`src/rtl/pfm_stepgen_pkg.sv`:
```
package pfm_stepgen_pkg;
    typedef enum logic {
        ST_IDLE = 1'b0,
        ST_HIGH = 1'b1
    } step_state_e;
endpackage

```
`src/rtl/stepgen_mag.sv`:
```
// Signed command to clamped unsigned magnitude plus sign.
module stepgen_mag #(
    parameter int CMD_W = 16,
    parameter int ACC_W = 16
) (
    input  logic [CMD_W-1:0] cmd,
    output logic [ACC_W-2:0] mag,
    output logic             neg
);
    localparam int unsigned        CEIL   = 1 << (ACC_W - 2);
    localparam logic [CMD_W-1:0]   CEIL_C = CMD_W'(CEIL);
    localparam logic [ACC_W-2:0]   CEIL_M = (ACC_W-1)'(CEIL);

    logic [CMD_W-1:0] absv;
    logic             over;

    always_comb begin
        neg  = cmd[CMD_W-1];
        absv = neg ? (~cmd + 1'b1) : cmd;
        over = absv > CEIL_C;
        mag  = over ? CEIL_M : absv[ACC_W-2:0];
    end
endmodule

```
`src/rtl/stepgen_chan.sv`:
```
// One channel: phase accumulator plus pulse state machine.
module stepgen_chan
    import pfm_stepgen_pkg::*;
#(
    parameter int ACC_W = 16,
    parameter int WID_W = 8
) (
    input  logic             clk,
    input  logic             rst_n,
    input  logic             tick,
    input  logic [ACC_W-2:0] mag,
    input  logic             neg,
    input  logic [WID_W-1:0] width,
    output logic             step,
    output logic             dir
);
    step_state_e      state, nstate;
    logic [ACC_W-1:0] acc;
    logic [ACC_W:0]   sum;
    logic             carry;
    logic [WID_W-1:0] cnt;

    always_comb begin
        sum   = {1'b0, acc} + {2'b00, mag};
        carry = sum[ACC_W];
    end

    // next-state logic: START / SKIP / HOLD / END
    always_comb begin
        nstate = state;
        unique case (state)
            ST_IDLE: if (tick && carry && (width != '0)) nstate = ST_HIGH;
            ST_HIGH: if (tick && (cnt == '0))            nstate = ST_IDLE;
            default: nstate = ST_IDLE;
        endcase
    end

    // state register
    always_ff @(posedge clk) begin
        if (!rst_n) state <= ST_IDLE;
        else        state <= nstate;
    end

    // datapath registers
    always_ff @(posedge clk) begin
        if (!rst_n) begin
            acc <= '0;
            cnt <= '0;
            dir <= 1'b0;
        end else begin
            if (tick) begin
                acc <= sum[ACC_W-1:0];
                if (state == ST_IDLE && nstate == ST_HIGH)
                    cnt <= width - 1'b1;
                else if (state == ST_HIGH && cnt != '0)
                    cnt <= cnt - 1'b1;
            end
            if (state == ST_IDLE)
                dir <= neg;
        end
    end

    // outputs
    always_comb begin
        step = (state == ST_HIGH);
    end
endmodule

```
`src/rtl/pfm_stepgen.sv`:
```
module pfm_stepgen #(
    parameter int NCH     = 4,
    parameter int CMD_W   = 16,
    parameter int ACC_W   = 16,
    parameter int WID_W   = 8,
    parameter int WID_RST = 15
) (
    input  logic                   clk,
    input  logic                   rst_n,
    input  logic                   pfm_tick,
    input  logic                   width_wr,
    input  logic [WID_W-1:0]       width_din,
    input  logic [NCH*CMD_W-1:0]   freq_cmd,
    output logic [NCH-1:0]         step_out,
    output logic [NCH-1:0]         dir_out
);
    localparam logic [WID_W-1:0] WID_INIT = WID_W'(WID_RST);

    logic [WID_W-1:0] width_q;

    always_ff @(posedge clk) begin
        if (!rst_n)        width_q <= WID_INIT;
        else if (width_wr) width_q <= width_din;
    end

    for (genvar i = 0; i < NCH; i++) begin : g_ch
        logic [ACC_W-2:0] mag;
        logic             neg;

        stepgen_mag #(.CMD_W(CMD_W), .ACC_W(ACC_W)) mag_i (
            .cmd (freq_cmd[i*CMD_W +: CMD_W]),
            .mag (mag),
            .neg (neg)
        );

        stepgen_chan #(.ACC_W(ACC_W), .WID_W(WID_W)) chan_i (
            .clk   (clk),
            .rst_n (rst_n),
            .tick  (pfm_tick),
            .mag   (mag),
            .neg   (neg),
            .width (width_q),
            .step  (step_out[i]),
            .dir   (dir_out[i])
        );
    end
endmodule

```
`config.mk`:
```
export PLATFORM = sky130hd
export DESIGN_NAME = pfm_stepgen
export DESIGN_NICKNAME = d
export VERILOG_FILES = /design/src/rtl/pfm_stepgen_pkg.sv /design/src/rtl/stepgen_mag.sv /design/src/rtl/stepgen_chan.sv /design/src/rtl/pfm_stepgen.sv
export SDC_FILE = /design/constraint.sdc
export NUM_CORES = 1
export LEC_CHECK = 0
export CAP_MARGIN = 20
export CORE_ASPECT_RATIO = 1.4
export CORE_MARGIN = 3
export CORE_UTILIZATION = 60
export DETAILED_ROUTE_END_ITERATION = 16
export GPL_TIMING_DRIVEN = 0
export PLACE_DENSITY_LB_ADDON = 0.25
export SLEW_MARGIN = 20
export SYNTH_ARGS = -nofsm -noshare
export SYNTH_HDL_FRONTEND = slang
export SYNTH_HIERARCHICAL = 1
export SYNTH_SLANG_ARGS = --single-unit
```
`constraint.sdc`:
```
create_clock -name clk -period 13.45 [get_ports clk]
set_clock_uncertainty 0.1 [all_clocks]
set_input_delay 3.3625 -clock clk [delete_from_list [all_inputs] [get_ports clk]]
set_output_delay 3.3625 -clock clk [all_outputs]
set_load 0.05 [all_outputs]
```
# After elaboration in Yosys (flattened, before gate mapping)
# Cells that the tools add are included.
# word_totals
regBits	112
word_cells	107
# op_classes
n_reduce_logical	37
addsub	13
order_cmp	4
mux	28
bitwise_logic	8
# ops
cell	count
$add A16 B15 Y17	4
$add A16 B1 Y16 const B	4
$gt A16 B15 Y1 const B	4
$mux W16	4
$mux W8	8
$not A16 Y16	4
$mux W15	4
$reduce_bool A8 Y1	5
$sub A8 B1 Y8 const B	5
$logic_not A8 Y1	4
$logic_and A1 B1 Y1	20
$mux W1	8
$pmux W1 S2	4
$reduce_and A2 Y1	4
$reduce_bool A2 Y1	4
$not A1 Y1	4

# Longest topological paths before layout
# Gate-level depths: netlist of the first run.
# depth
word_depth	13
depth_mapped	22
depth_no_buf	20

# By module
# The synthesis of the first run kept the hierarchy.
# by_module_without_submodules
mod	cells_per_inst	seq_area_each_um2	area_each_um2	n_inst
stepgen_chan	221	520.5	1970.6	4
stepgen_mag	99	0.0	638.1	4
pfm_stepgen	25	160.2	291.5	1

# Worst setup path before layout of the first run
# No wires, ideal clock.
# synth_path
path_type	in2reg
from	input freq_cmd[35]
to	register g_ch[2].chan_i.cnt[6]
setup_time_ps	119
n_path_buf	2
arrival_time_ps	8191
required_ps	13231
stages	20
path_slack_ps	5040
cell_sequence	buf_2 or4_4 or3_4 or4b_1 a311o_1 o41a_1 nor2_1 ha_1 fa_1 a211oi_2 o211ai_2 a311oi_4 a21oi_4 mux2i_1 ha_1 clkbuf_1 nand2_1 o41a_1 a32oi_1 o21ai_1
# synth_between
elab_chain_cells	13
elab_cells_between_ends	14
classes_between	add/sub: 2; order compare: 1; mux: 5; bitwise: 1; reduce/logical: 5
# synth_lines
item	line	source
from (decl)	pfm_stepgen.sv:13	input logic [NCH*CMD_W-1:0] freq_cmd,
$not A16 Y16	stepgen_mag.sv:19	absv = neg ? (~cmd + 1'b1) : cmd;
$add A16 B1 Y16	stepgen_mag.sv:19	
$mux W16 *	stepgen_mag.sv:19	
$gt A16 B15 Y1 *	stepgen_mag.sv:20	over = absv > CEIL_C;
$mux W15 *	stepgen_mag.sv:21	mag = over ? CEIL_M : absv[ACC_W-2:0];
named net g_ch[2].mag[0]	pfm_stepgen.sv:27	logic [ACC_W-2:0] mag;
$add A16 B15 Y17 *	stepgen_chan.sv:24	sum = {1'b0, acc} + {2'b00, mag};
$logic_and A1 B1 Y1 * (2 in series)	stepgen_chan.sv:32	ST_IDLE: if (tick && carry && (width != '0)) nstate = ST_HIGH;
$mux W1 *	stepgen_chan.sv:32	
$pmux W1 S2 *	stepgen_chan.sv:31	unique case (state)
$logic_and A1 B1 Y1 *	stepgen_chan.sv:53	if (state == ST_IDLE && nstate == ST_HIGH)
$reduce_bool A2 Y1 (no source line)	n/a	
$reduce_and A2 Y1 (no source line)	n/a	
to (signal assigned)	stepgen_chan.sv:54	cnt <= width - 1'b1;
to (signal assigned)	stepgen_chan.sv:56	cnt <= cnt - 1'b1;
to (decl)	stepgen_chan.sv:21	logic [WID_W-1:0] cnt;
# The timed path passes the listed nets; every way through them passes the cells marked *.
# A chain may end at the register's enable or synchronous reset.

# Worst setup path after layout of the first run
# layout_path
from	input freq_cmd[48]
to	register g_ch[3].chan_i.cnt[6]
# layout_between
elab_chain_cells	13
elab_cells_between_ends	14
classes_between	add/sub: 2; order compare: 1; mux: 5; bitwise: 1; reduce/logical: 5
# layout_lines
item	line
$not A16 Y16	stepgen_mag.sv:19
$add A16 B1 Y16	stepgen_mag.sv:19
$mux W16 *	stepgen_mag.sv:19
$gt A16 B15 Y1	stepgen_mag.sv:20
$mux W15 *	stepgen_mag.sv:21
named net g_ch[3].mag[0]	pfm_stepgen.sv:27
$add A16 B15 Y17 *	stepgen_chan.sv:24
$logic_and A1 B1 Y1 * (2 in series)	stepgen_chan.sv:32
$mux W1 *	stepgen_chan.sv:32
$pmux W1 S2 *	stepgen_chan.sv:31
$logic_and A1 B1 Y1 *	stepgen_chan.sv:53
$reduce_bool A2 Y1 (no source line)	n/a
$reduce_and A2 Y1 (no source line)	n/a
to (signal assigned)	stepgen_chan.sv:54
to (signal assigned)	stepgen_chan.sv:56
to (decl)	stepgen_chan.sv:21
# Marks and branches as above.

==> results.cfg, run 1 <==
[setup_path]
critPathLaunchType = input pin
reg2reg_depth = 13
cpMostUsedCell = ha_1
crit_fanout = 10
r2r_slack_ps = 9710
path_cells = clkdlybuf4s50_1 > inv_1 > ha_1 > or3b_2 > clkbuf_1 > a2111oi_0 > a211oi_1 > a311o_1 > o41a_1 > nor2_1 > ha_1 > fa_1 > a211oi_2 > o211ai_2 > a311oi_4 > a21oi_4 > mux2i_1 > ha_1 > clkbuf_1 > nand2_1 > o41a_1 > a32oi_1 > o21ai_1
arrival_ps = 9400
cpMaxStageDelayCell = o41a_1
cpPeakStageDelay_ps = 500
critPathKind = in -> reg
required_ps = 13590
worstSetupEndpointType = flip-flop
rr_endpoint = g_ch[0].chan_i/cnt[6]$_SDFFE_PN0P_
r2r-start = g_ch[0].chan_i/acc[0]$_SDFFE_PN0P_

[logic_synthesis]
synthFlopType = dfxtp_1
ys_async_sr_fraction_pct = 0
syn_area_per_cell_um2 = 8.22
ys_warn_count = 6
synth_top_area_share_pct = 20.9
synthAdderAreaFrac_pct = 8.68
synth_edf_count = 0
synth_top_area_cell = dfxtp_1
yosysSeqAreaShare_pct = 20.9
synth_fp_nets = 1453
synth-xor-area-share_pct = 8.82
synth_mux_area_share_pct = 7.42
synth_area_leaders = dfxtp_1, ha_1, mux2i_1
synthSimpleGateAreaFrac_pct = 24.6
syn_area_um2 = 10700
synth_cells = 1305
synth_top_family_by_area = compound AO/OA/AOI/OAI gates
ys_ff_latch = 112
synth_compound_area_share_pct = 26.1
synth_cell_types = 71

[min_path]
worstHoldStart = g_ch[1].chan_i/acc[13]$_SDFFE_PN0P_
hold_path_depth = 2
holdPathEnd = g_ch[1].chan_i/acc[13]$_SDFFE_PN0P_
hp-class = reg -> reg

[pwr]
total_leakage_power_nw = 4.92
power_density_nw_per_um2 = 79.7
peakVddDrop_mv = 0.0635

[floorplanning]
row_count = 57
io_pins = 84
die_area_um2 = 19500
die_height_um = 164
core_area_um2 = 17500
initial_utilization_pct = 61.4
die_w_um = 119

[clocking]
cts_hold_buf = 0
htreeDepth = 3
cts_tree = yes
post_cts_buffers = 0
clockBufferDepth = 2
cts_buffers = 9
clk_latency_ps = 350
ctsResizeCount = 0
path_clk_slew_ps = 80
root_buffer = clkbuf_16
cts.sinks = 112

[global_routing]
overflow = 0
grt_pass1_vias = 9727
grt_pass1_wl_um = 43900
antenna_found_initial = 0
grt_max_degree = 33
grt_use_total_pct = 26.3

[layout]
nets = 1538
syn_to_final_growth_pct = 12.3
fin_util_pct = 69.0
final_cell_area_um2 = 12000
drive_above_1_share_pct = 7.60
diodes = 0

[sta]
fin_crit_sh_pct = 68.9
setup_tns_ps = 0
fin_hold_ws_ps = 379
fmax_mhz = 108
setup_viol_count_final = 0
finalMaxSlewViolations = 0
rsz0062_at_grt = no
tightest_slew_ps = 993
period_needed_ps = 9260
hold_viol = 0
slew_headroom_pct = 33.6
setup_slack_ps = 4190

[flow_run]
cap_violations = 0

[routing]
ant_nets = 0
vias_per_cell = 6.16
dr.pass1.iters = 5
drt_iter0_drc = 543
wirelength_um = 26200
wl_per_cell_um = 16.0
drc_errors = 0
vias = 10000

[placement]
place_hpwl_um = 19700
port_buffers = 74
place.gp.congestion = 0.898
pre_cts_slack_ps = 3870
place_area_um2 = 11800

[outcome]
outcome = completed
## worst max path at each step
stage | from | cells past startpoint | end
CTS | freq_cmd[48] | 23 | g_ch[3].chan_i/cnt[6]$_SDFFE_PN0P_
floorplan | freq_cmd[35] | 20 | g_ch[2].chan_i/cnt[6]$_SDFFE_PN0P_
finish | freq_cmd[48] | 23 | g_ch[3].chan_i/cnt[6]$_SDFFE_PN0P_
global placement | freq_cmd[48] | 23 | g_ch[3].chan_i/cnt[6]$_SDFFE_PN0P_
detailed placement | freq_cmd[48] | 23 | g_ch[3].chan_i/cnt[6]$_SDFFE_PN0P_
global route | freq_cmd[0] | 22 | g_ch[0].chan_i/cnt[6]$_SDFFE_PN0P_
## registers in the layout (all words and copies together), names as in the netlist
name	cells
g_ch.chan_i/acc	64
g_ch.chan_i/cnt	32
width_q	8
g_ch.chan_i/dir	4
g_ch.chan_i/step	4
## Yosys cell counts (all sizes together), types with 8 or more instances
cell type,instances
a32oi,12
o22ai,8
and2,16
nor4,12
xor2,48
ha,68
o311a,8
mux2,16
xnor2,60
nand4,12
a21boi,28
o211ai,24
o2bb2ai,8
or4,16
o41a,8
nor2,128
o41ai,16
nand2b,8
nor4bb,8
buf,17
a21o,36
nor2b,52
o21bai,8
or3,24
clkbuf,44
o21ai,64
o211a,12
a21oi,64
a31oi,12
a211oi,16
nand3b,20
nand3,40
mux2i,60
a311oi,8
a41oi,8
dfxtp,112
and3,8
nor3,28
inv,20
nand2,96
## power breakdown
group	switching [W]	internal, W	total [W]	leakage, nW
sequential	0.0000181	0.000354	0.000372	0.914
combinational	0.000177	0.000145	0.000322	3.87
clock	0.000130	0.000137	0.000267	0.142
total	0.000325	0.000636	0.000961	4.92
## through the flow
| step | std cells | power [W] |
|---|---|---|
| CTS | 1631 | 0.000966 |
| global placement | 1615 | 0.000687 |
| global route | 1631 | 0.00102 |
| floorplan | 1305 | 0.000613 |
| finish | 1631 | 0.000961 |
| detailed placement | 1615 | 0.000697 |
## layer usage
metal,routed length [um],track usage [%],up-vias
li1,-,-,5046
met1,11000,29.0,4718
met2,13600,51.5,226
met3,854,2.72,56
met4,705,9.33,0
met5,0,0,-
## placed cells by master (no fill, tap or decap), types with 36 or more instances in the layout
cell,instances
nor2b_1,52
clkdlybuf4s50_1,73
clkbuf_1,44
xor2_1,48
mux2i_1,60
xnor2_1,60
nand2_1,92
nor2_1,128
o21ai_0,48
dfxtp_1,112
ha_1,68
nand3_1,36
a21oi_1,60
## worst max-delay path: cells and delay by family
| kind | cells | cell delay, ps |
|---|---|---|
| AOI/OAI and AO/OA | 11 | 2950 |
| buffers and inverters | 4 | 1120 |
| adders and majority gates | 4 | 920 |
| and+or+nand+nor | 3 | 750 |
| muxes | 1 | 280 |
## cells by family (layout without fill, tap and decap cells)
group                      count (synthesis)  after routing
adders and majority gates                 72             72
AOI/OAI and AO/OA                        364            364
xor gates and xnor gates                 108            108
muxes                                     76             76
buffers and inverters                     85            175
and+or+nand+nor                          488            488
DFF                                      112            112
## final cells by class
class                   instances  area (um2)
plain buffers                  61         287
well taps                     236         295
repair buffers                 74         736
fillers                      1508        5420
multi-input cells            1108        8110
flip-flops and latches        112        2240
inverters                      24        90.1
clock inverters                 5        38.8
clock buffers                  11         253
Power figures use the tool's default switching activity.
==> inputs of run 2 (changes only) <==
- clock period: 13.45 -> 8.6 ns (I/O delays scaled with it)
==> results of run 2 <==
Same layout as run 1 (identical final DEF). Status: completed.
Main changes from that run: setup slack after placement 3870 ps -> 229 ps; setup slack after layout 4190 ps -> 548 ps; register-to-register setup slack 9710 ps -> 4860 ps; total power 0.000961 W -> 0.00150 W; worst IR drop on VDD 0.0635 mV -> 0.0993 mV
